## src/rtl/spi_cmd_pkg.sv

```systemverilog
package spi_cmd_pkg;

    localparam int REG_W      = 32;
    localparam int REG_ADDR_W = 4;
    localparam int CNT_W      = 4;
    localparam int MAX_TX     = 8;
    localparam int MAX_RX     = 4;
    localparam int TX_VEC_W   = MAX_TX * 8;
    localparam int BIT_W      = $clog2((MAX_TX + MAX_RX) * 8 + 1);
    localparam int RXP_W      = $clog2(MAX_RX * 8);
    localparam int RXI_W      = $clog2(MAX_RX);

    typedef enum logic [1:0] {
        SH_IDLE  = 2'd0,
        SH_SHIFT = 2'd1,
        SH_TAIL  = 2'd2
    } sh_state_e;

    typedef enum logic [1:0] {
        SEL_CTRL = 2'd0,
        SEL_CMD  = 2'd1,
        SEL_DATA = 2'd2,
        SEL_NONE = 2'd3
    } reg_sel_e;

    typedef struct packed {
        logic [1:0]       clk_sel;
        logic [1:0]       size_f;
        logic [CNT_W-1:0] rx_cnt;
        logic [CNT_W-1:0] tx_cnt;
    } ctrl_s;

    typedef struct packed {
        logic             go;
        logic [CNT_W-1:0] tx;
        logic [CNT_W-1:0] rx;
    } launch_s;

    function automatic logic [CNT_W-1:0] clamp_cnt(logic [CNT_W-1:0] v, int lim);
        return (v > CNT_W'(lim)) ? CNT_W'(lim) : v;
    endfunction

    // Command byte, address high to low, then data word low byte first.
    function automatic logic [TX_VEC_W-1:0] pack_tx(logic [REG_W-1:0] cmd, logic [REG_W-1:0] dat);
        return {cmd[7:0], cmd[31:24], cmd[23:16], cmd[15:8],
                dat[7:0], dat[15:8], dat[23:16], dat[31:24]};
    endfunction

endpackage

```

## src/rtl/spi_cmd_regs.sv

```systemverilog
module spi_cmd_regs
    import spi_cmd_pkg::*;
(
    input  logic                  clk,
    input  logic                  rst,
    input  logic                  wr,
    input  logic [REG_ADDR_W-1:0] addr,
    input  logic [REG_W-1:0]      wdata,
    input  logic                  busy,
    input  logic                  rx_we,
    input  logic [RXI_W-1:0]      rx_idx,
    input  logic [7:0]            rx_byte,
    output logic [REG_W-1:0]      rdata,
    output ctrl_s                 ctrl_q,
    output logic [REG_W-1:0]      cmd_q,
    output logic [REG_W-1:0]      dat_q,
    output launch_s               launch
);

    reg_sel_e         sel;
    logic             wr_ok;
    logic [CNT_W-1:0] tx_new;
    logic [CNT_W-1:0] rx_new;

    assign sel    = (addr[1:0] == 2'b00) ? reg_sel_e'(addr[3:2]) : SEL_NONE;
    assign wr_ok  = wr && !busy;
    assign tx_new = clamp_cnt(wdata[3:0], MAX_TX);
    assign rx_new = clamp_cnt(wdata[7:4], MAX_RX);

    always_comb begin
        launch.go = wr_ok && (sel == SEL_CTRL) && wdata[8] && (tx_new != '0);
        launch.tx = tx_new;
        launch.rx = rx_new;
    end

    always_ff @(posedge clk) begin
        if (rst) begin
            ctrl_q <= '0;
            cmd_q  <= '0;
            dat_q  <= '0;
        end else begin
            if (wr_ok && sel == SEL_CTRL) begin
                ctrl_q.clk_sel <= wdata[25:24];
                ctrl_q.size_f  <= wdata[18:17];
                ctrl_q.rx_cnt  <= rx_new;
                ctrl_q.tx_cnt  <= tx_new;
            end
            if (wr_ok && sel == SEL_CMD)  cmd_q <= wdata;
            if (wr_ok && sel == SEL_DATA) dat_q <= wdata;
            if (rx_we) dat_q[{rx_idx, 3'b000} +: 8] <= rx_byte;
        end
    end

    always_comb begin
        rdata = '0;
        case (sel)
            SEL_CTRL: begin
                rdata[3:0]   = ctrl_q.tx_cnt;
                rdata[7:4]   = ctrl_q.rx_cnt;
                rdata[16]    = busy;
                rdata[18:17] = ctrl_q.size_f;
                rdata[25:24] = ctrl_q.clk_sel;
            end
            SEL_CMD:  rdata = cmd_q;
            SEL_DATA: rdata = dat_q;
            default:  rdata = '0;
        endcase
    end

endmodule

```

## src/rtl/spi_cmd_shifter.sv

```systemverilog
module spi_cmd_shifter
    import spi_cmd_pkg::*;
#(
    parameter int CLK_DIV = 4
) (
    input  logic             clk,
    input  logic             rst,
    input  launch_s          launch,
    input  logic [REG_W-1:0] cmd,
    input  logic [REG_W-1:0] dat,
    input  logic             miso,
    output logic             busy,
    output logic             sck,
    output logic             mosi,
    output logic             rx_we,
    output logic [RXI_W-1:0] rx_idx,
    output logic [7:0]       rx_byte
);

    localparam int DIV_W = (2 * CLK_DIV > 1) ? $clog2(2 * CLK_DIV) : 1;
    localparam logic [DIV_W-1:0] HALF_LD = DIV_W'(CLK_DIV - 1);
    localparam logic [DIV_W-1:0] TAIL_LD = DIV_W'(2 * CLK_DIV - 1);

    sh_state_e           st;
    logic [DIV_W-1:0]    div;
    logic [TX_VEC_W-1:0] tx_sr;
    logic [BIT_W-1:0]    bit_idx;
    logic [BIT_W-1:0]    tx_bits;
    logic [BIT_W-1:0]    last_bit;
    logic [6:0]          rx_acc;
    logic                tick;
    logic                in_rx;
    logic [RXP_W-1:0]    rx_pos;

    assign tick    = (div == '0);
    assign in_rx   = (bit_idx >= tx_bits);
    assign rx_pos  = RXP_W'(bit_idx - tx_bits);
    assign busy    = (st != SH_IDLE);
    assign mosi    = (st == SH_SHIFT) && !in_rx && tx_sr[TX_VEC_W-1];
    assign rx_we   = (st == SH_SHIFT) && tick && !sck && in_rx && (rx_pos[2:0] == 3'd7);
    assign rx_idx  = rx_pos[RXP_W-1:3];
    assign rx_byte = {rx_acc, miso};

    always_ff @(posedge clk) begin
        if (rst) begin
            st       <= SH_IDLE;
            div      <= '0;
            sck      <= 1'b0;
            tx_sr    <= '0;
            bit_idx  <= '0;
            tx_bits  <= '0;
            last_bit <= '0;
            rx_acc   <= '0;
        end else begin
            case (st)
                SH_IDLE: begin
                    if (launch.go) begin
                        st       <= SH_SHIFT;
                        div      <= HALF_LD;
                        sck      <= 1'b0;
                        tx_sr    <= pack_tx(cmd, dat);
                        bit_idx  <= '0;
                        tx_bits  <= BIT_W'({launch.tx, 3'b000});
                        last_bit <= BIT_W'({launch.tx, 3'b000}) + BIT_W'({launch.rx, 3'b000}) - 1'b1;
                    end
                end
                SH_SHIFT: begin
                    if (!tick) begin
                        div <= div - 1'b1;
                    end else if (!sck) begin
                        sck <= 1'b1;
                        div <= HALF_LD;
                        if (in_rx) rx_acc <= {rx_acc[5:0], miso};
                    end else begin
                        sck <= 1'b0;
                        if (bit_idx == last_bit) begin
                            st  <= SH_TAIL;
                            div <= TAIL_LD;
                        end else begin
                            div     <= HALF_LD;
                            bit_idx <= bit_idx + 1'b1;
                            tx_sr   <= {tx_sr[TX_VEC_W-2:0], 1'b0};
                        end
                    end
                end
                SH_TAIL: begin
                    if (!tick) div <= div - 1'b1;
                    else       st  <= SH_IDLE;
                end
                default: st <= SH_IDLE;
            endcase
        end
    end

endmodule

```

## src/rtl/spi_cmd_engine.sv

```systemverilog
module spi_cmd_engine
    import spi_cmd_pkg::*;
#(
    parameter int CLK_DIV = 4
) (
    input  logic                  clk,
    input  logic                  rst,
    input  logic                  reg_wr,
    input  logic [REG_ADDR_W-1:0] reg_addr,
    input  logic [REG_W-1:0]      reg_wdata,
    output logic [REG_W-1:0]      reg_rdata,
    output logic                  spi_sck,
    output logic                  spi_cs_n,
    output logic                  spi_mosi,
    input  logic                  spi_miso
);

    logic             busy;
    ctrl_s            ctrl_q;
    logic [REG_W-1:0] cmd_q;
    logic [REG_W-1:0] dat_q;
    launch_s          launch;
    logic             rx_we;
    logic [RXI_W-1:0] rx_idx;
    logic [7:0]       rx_byte;

    spi_cmd_regs u_regs (
        .clk    (clk),
        .rst    (rst),
        .wr     (reg_wr),
        .addr   (reg_addr),
        .wdata  (reg_wdata),
        .busy   (busy),
        .rx_we  (rx_we),
        .rx_idx (rx_idx),
        .rx_byte(rx_byte),
        .rdata  (reg_rdata),
        .ctrl_q (ctrl_q),
        .cmd_q  (cmd_q),
        .dat_q  (dat_q),
        .launch (launch)
    );

    spi_cmd_shifter #(.CLK_DIV(CLK_DIV)) u_shift (
        .clk    (clk),
        .rst    (rst),
        .launch (launch),
        .cmd    (cmd_q),
        .dat    (dat_q),
        .miso   (spi_miso),
        .busy   (busy),
        .sck    (spi_sck),
        .mosi   (spi_mosi),
        .rx_we  (rx_we),
        .rx_idx (rx_idx),
        .rx_byte(rx_byte)
    );

    assign spi_cs_n = !busy;

endmodule

```

## config.mk

```make
export PLATFORM = sky130hd
export DESIGN_NAME = spi_cmd_engine
export DESIGN_NICKNAME = d
export VERILOG_FILES = /design/src/rtl/spi_cmd_pkg.sv /design/src/rtl/spi_cmd_regs.sv /design/src/rtl/spi_cmd_shifter.sv /design/src/rtl/spi_cmd_engine.sv
export SDC_FILE = /design/constraint.sdc
export NUM_CORES = 1
export LEC_CHECK = 0
export BUFFER_PORTS_ARGS = -buffer_cell sky130_fd_sc_hd__buf_2
export CAP_MARGIN = 15
export CORE_UTILIZATION = 25
export CTS_BUF_LIST = sky130_fd_sc_hd__clkbuf_16
export CTS_CLUSTER_DIAMETER = 120
export DETAILED_ROUTE_END_ITERATION = 8
export PLACE_DENSITY = 0.37
export SLEW_MARGIN = 20
export SYNTH_ARGS = -nofsm -noshare
export SYNTH_HDL_FRONTEND = slang
export SYNTH_SLANG_ARGS = --single-unit
```

## constraint.sdc

```tcl
create_clock -name clk -period 4.4 [get_ports clk]
set_input_delay 0.22 -clock clk [delete_from_list [all_inputs] [get_ports clk]]
set_output_delay 0.22 -clock clk [all_outputs]
set_load 0.05 [all_outputs]
```

==> reports/qor_table.md <==
| Item | This run | Unit |
|:---|:---|:---|
| Routability Congestion | 0.764 | - |
| Main combinational cell family by area after synthesis | compound AO/OA/AOI/OAI gates | - |
| Worst-path maximum fanout | 63 | - |
| Antenna diode count | 0 | - |
| Area share of the largest cell type after synthesis | 40.2 | % |
| Number of remaining DRC errors | 0 | - |
| Cell area after synthesis | 8410 | µm² |
| Fin util | 30.0 | % |
| Hold buffer count at CTS | 0 | - |
| Post-layout min period | 3.09 | ns |
| Unrepaired setup endpoints after global routing | false | - |
| Aggregate routed wire length | 30.1 | mm |
| # fillers | 3562 | - |
| Multiplexer share of the synthesized area | 15.0 | % |
| Synth top cells by count | sky130_fd_sc_hd__dfxtp_1 (169), sky130_fd_sc_hd__nand2_1 (140), sky130_fd_sc_hd__a21oi_1 (125) | - |
| Pin count of the biggest net entering global routing | 64 | - |
| Buffer depth of the longest clock path | 2 | - |
| First-pass GRT wire length | 45.5 | mm |
| Final nets | 1084 | - |
| Number of nets still failing antenna checks after routing | 0 | - |
| Finished layout cell area | 9830 | µm² |
| Multi-input combinational cell area | 4660 | µm² |
| Post-synthesis adder-cell area fraction | 4.34 | % |
| Maximum Capacitance Violations | 0 | - |
| Length of the first detailed-routing pass in iterations | 7 | - |
| Standard cell area after detailed placement | 9200 | µm² |
| Worst setup slack after placement | 1.21 | ns |
| Area share of and/or/nand/nor cells after synthesis | 14.2 | % |
| Share of the clock period used by the worst path | 70.3 | % |
| Via count of the first global-routing pass | 7140 | - |
| Total power density per cell area | 371 | nW/µm² |
| Compound-cell area share of the yosys netlist | 20.7 | % |
| Number of instances resized during post-cts repair | 0 | - |
| Number of clock sinks | 169 | - |
| Endpoints failing setup | 0 | - |
| FF+latch area | 3380 | µm² |
| Classification of the worst setup path | reg -> reg | - |
| Cell taking the most area after synthesis | sky130_fd_sc_hd__dfxtp_1 | - |
| Count of pins over their slew limit | 0 | - |
| Area grow syn2layout | 16.8 | % |
| TritonCTS clock tree | built | - |
| Initial Util | 25.7 | % |
| Routed via count | 7272 | - |
| Number of buffers created by CTS | 17 | - |
| Std cell rows | 66 | - |
| Register bit count reported by yosys | 169 | - |
| Chip Width | 185 | µm |
| Net Count, Synth | 1049 | - |
| CTS clock-pin slew for the worst setup and hold paths | 0.08 | ns |
| Count of distinct cell types in the synthesized netlist | 53 | - |
| Synthesized instance count | 981 | - |
| Standard cell core area | 32800 | µm² |
| Path type of the worst min-delay path | in -> reg | - |
| IO Pins | 75 | - |
| Final cell count without fillers | 1471 | - |
| Static power due to leakage | 3.38 | nW |
| Category of the worst setup path launch point | flip-flop | - |
| Die ar. | 34400 | µm² |
| Worst max-slew margin expressed relative to the limit | 39.5 | % |
| Post CTS Setup Buffer Count | 0 | - |
| Crit path capture type | flip-flop | - |
| Maximum clock frequency | 323 | MHz |
| Total overflow reported by the global router | 0 | - |
| Worst endpoint data arrival time | 3.38 | ns |
| Share of flip-flops with an asynchronous set or reset after synthesis | 0 | % |
| Final setup slack of the worst path | 1.31 | ns |
| Total half-perimeter wirelength after legalization and detailed placement | 19.9 | mm |
| Number of flops mapped to enable cells by yosys | 0 | - |
| Setup_tns | 0 | ns |
| Number of antenna violations at the first check in global routing | 0 | - |
| Maximum level of the CTS H-tree | 4 | - |
| Clock latency at the later pin of the worst-skew pair | 0.45 | ns |
| Parity-gate share of the synthesized area counting xor and xnor cells | 0.625 | % |
| Count of input and output buffers | 74 | - |
| Most common cell in the netlist | sky130_fd_sc_hd__dfxtp_1 | - |
| Average via count per standard cell | 4.94 | - |
| Die span in y | 185 | µm |
| Top cells by area in the synthesized netlist | sky130_fd_sc_hd__dfxtp_1 (40%), sky130_fd_sc_hd__mux2i_1 (12%), sky130_fd_sc_hd__a21oi_1 (7.4%), sky130_fd_sc_hd__nand2_1 (6.2%), sky130_fd_sc_hd__a211oi_1 (6.2%) | - |
| Avg Cell Area, Syn | 8.57 | µm² |
| Synth warn | 0 | - |
| Clk Tree Root Cell | sky130_fd_sc_hd__clkbuf_16 | - |
| Setup Skew | 0.0172 | ns |
| Sequential cell area fraction in the yosys report | 40.2 | % |
| Final Hold Vio Count | 0 | - |
| Transition time of the tightest slew-check pin | 0.907 | ns |
| Worst endpoint required time | 4.68 | ns |
| Post-synth top flop | sky130_fd_sc_hd__dfxtp_1 | - |
| Overall global routing resource usage | 18.0 | % |
| Run status | complete, no violations | - |
| Number of design-rule violations left by the first detailed-router iteration | 487 | - |
| Total instance count after detailed placement | 1439 | - |
| Routed length per instance | 20.4 | µm |
| Share of layout cells above drive strength 1 | 15.9 | % |
| Max IR drop VDD | 0.000262 | V |
[layout make-up]
type | count | area share [%]
Clock buffer | 17 | 4.33
Tap cell | 442 | 5.63
Clock inverter | 15 | 2.08
Multi-Input combinational cell | 712 | 47.4
Sequential cell | 169 | 34.4
Inverter | 22 | 0.840
Timing Repair Buffer | 94 | 5.32
[state kept, by name (all words and copies together), names as in the netlist]
register / flops
u_regs.dat_q: 32
u_shift.rx_acc: 7
u_shift.last_bit: 5
u_shift.st: 2
u_regs.cmd_q: 32
u_shift.sck: 1
u_shift.bit_idx: 7
u_shift.div: 3
u_shift.tx_bits: 4
u_regs.ctrl_q: 12
u_shift.tx_sr: 64
[power breakdown]
part           internal, mW  switching (mW)  total, mW  leakage, nW
clock                 0.921           0.737       1.66        0.311
combinational         0.121           0.287      0.408         1.70
sequential             1.55          0.0220       1.58         1.36
total                  2.60            1.05       3.64         3.38
[through the flow]
step	hold WS [ns]	power, mW
floorplan	0.356	1.88
global placement	0.447	2.03
detailed placement	0.448	2.02
CTS	0.00888	3.70
global route	0.0201	3.79
finish	0.0186	3.64
[worst max-delay path, stage by stage, from the launching register on]
cell,delay (ns)
sky130_fd_sc_hd__dfxtp_1,0.34
sky130_fd_sc_hd__inv_1,0.13
sky130_fd_sc_hd__ha_1,0.49
sky130_fd_sc_hd__nand4_1,0.40
sky130_fd_sc_hd__o21ai_1,0.34
sky130_fd_sc_hd__o21ai_1,0.20
sky130_fd_sc_hd__nor2_4,0.15
sky130_fd_sc_hd__buf_4,0.64
sky130_fd_sc_hd__a211oi_1,0.17
[cell families after synthesis]
group / Yosys count
compound gates: 275
simple gates: 280
fa+ha+maj: 28
xor+xnor: 6
flops: 169
mux: 123
buf+inv: 100
[layout by cell type (no fill, tap or decap), types with 3 or more instances in the layout]
| master | instances |
|---|---|
| sky130_fd_sc_hd__dfxtp_1 | 169 |
| sky130_fd_sc_hd__nand2_1 | 140 |
| sky130_fd_sc_hd__a21oi_1 | 125 |
| sky130_fd_sc_hd__mux2i_1 | 98 |
| sky130_fd_sc_hd__nor2_1 | 85 |
| sky130_fd_sc_hd__buf_2 | 73 |
| sky130_fd_sc_hd__a211oi_1 | 69 |
| sky130_fd_sc_hd__o21ai_0 | 26 |
| sky130_fd_sc_hd__mux2_2 | 25 |
| sky130_fd_sc_hd__ha_1 | 25 |
| sky130_fd_sc_hd__inv_1 | 22 |
| sky130_fd_sc_hd__buf_4 | 21 |
| sky130_fd_sc_hd__a22oi_1 | 19 |
| sky130_fd_sc_hd__clkbuf_16 | 17 |
| sky130_fd_sc_hd__a222oi_1 | 13 |
| sky130_fd_sc_hd__nor2b_1 | 8 |
| sky130_fd_sc_hd__inv_6 | 8 |
| sky130_fd_sc_hd__nand3_1 | 7 |
| sky130_fd_sc_hd__nor3_1 | 5 |
| sky130_fd_sc_hd__or3_1 | 4 |
| sky130_fd_sc_hd__nor4_1 | 4 |
| sky130_fd_sc_hd__xnor2_1 | 4 |
| sky130_fd_sc_hd__nand4_1 | 4 |
| sky130_fd_sc_hd__o2111ai_2 | 3 |
| sky130_fd_sc_hd__nand2b_1 | 3 |
| sky130_fd_sc_hd__nand3b_1 | 3 |
| sky130_fd_sc_hd__and3_1 | 3 |
| sky130_fd_sc_hd__nor3b_1 | 3 |
| sky130_fd_sc_hd__bufinv_16 | 3 |
[layer usage]
metal | track usage, % | up-vias | wire length (µm) | share of wire (%)
met5 | 0 | - | 0 | 0
met4 | 4.46 | 0 | 339 | 1.1
met3 | 3.15 | 21 | 904 | 3.0
met2 | 28.4 | 96 | 13900 | 46
met1 | 25.1 | 3574 | 14900 | 50
li1 | - | 3581 | - | -
[worst paths after layout]
check	startpoint	to	slack [ns]	depth (start not counted)
hold reg to reg	u_regs.ctrl_q[8]	u_regs.ctrl_q[8]	0.46	2
setup / recovery	u_shift.st[1]	u_shift.tx_sr[33]	1.31	8
setup reg to reg	u_shift.st[1]	u_shift.tx_sr[33]	1.31	8
hold / removal	reg_wdata[29]	u_regs.cmd_q[29]	0.02	3
No activity file was read; power rests on OpenSTA's default activity.
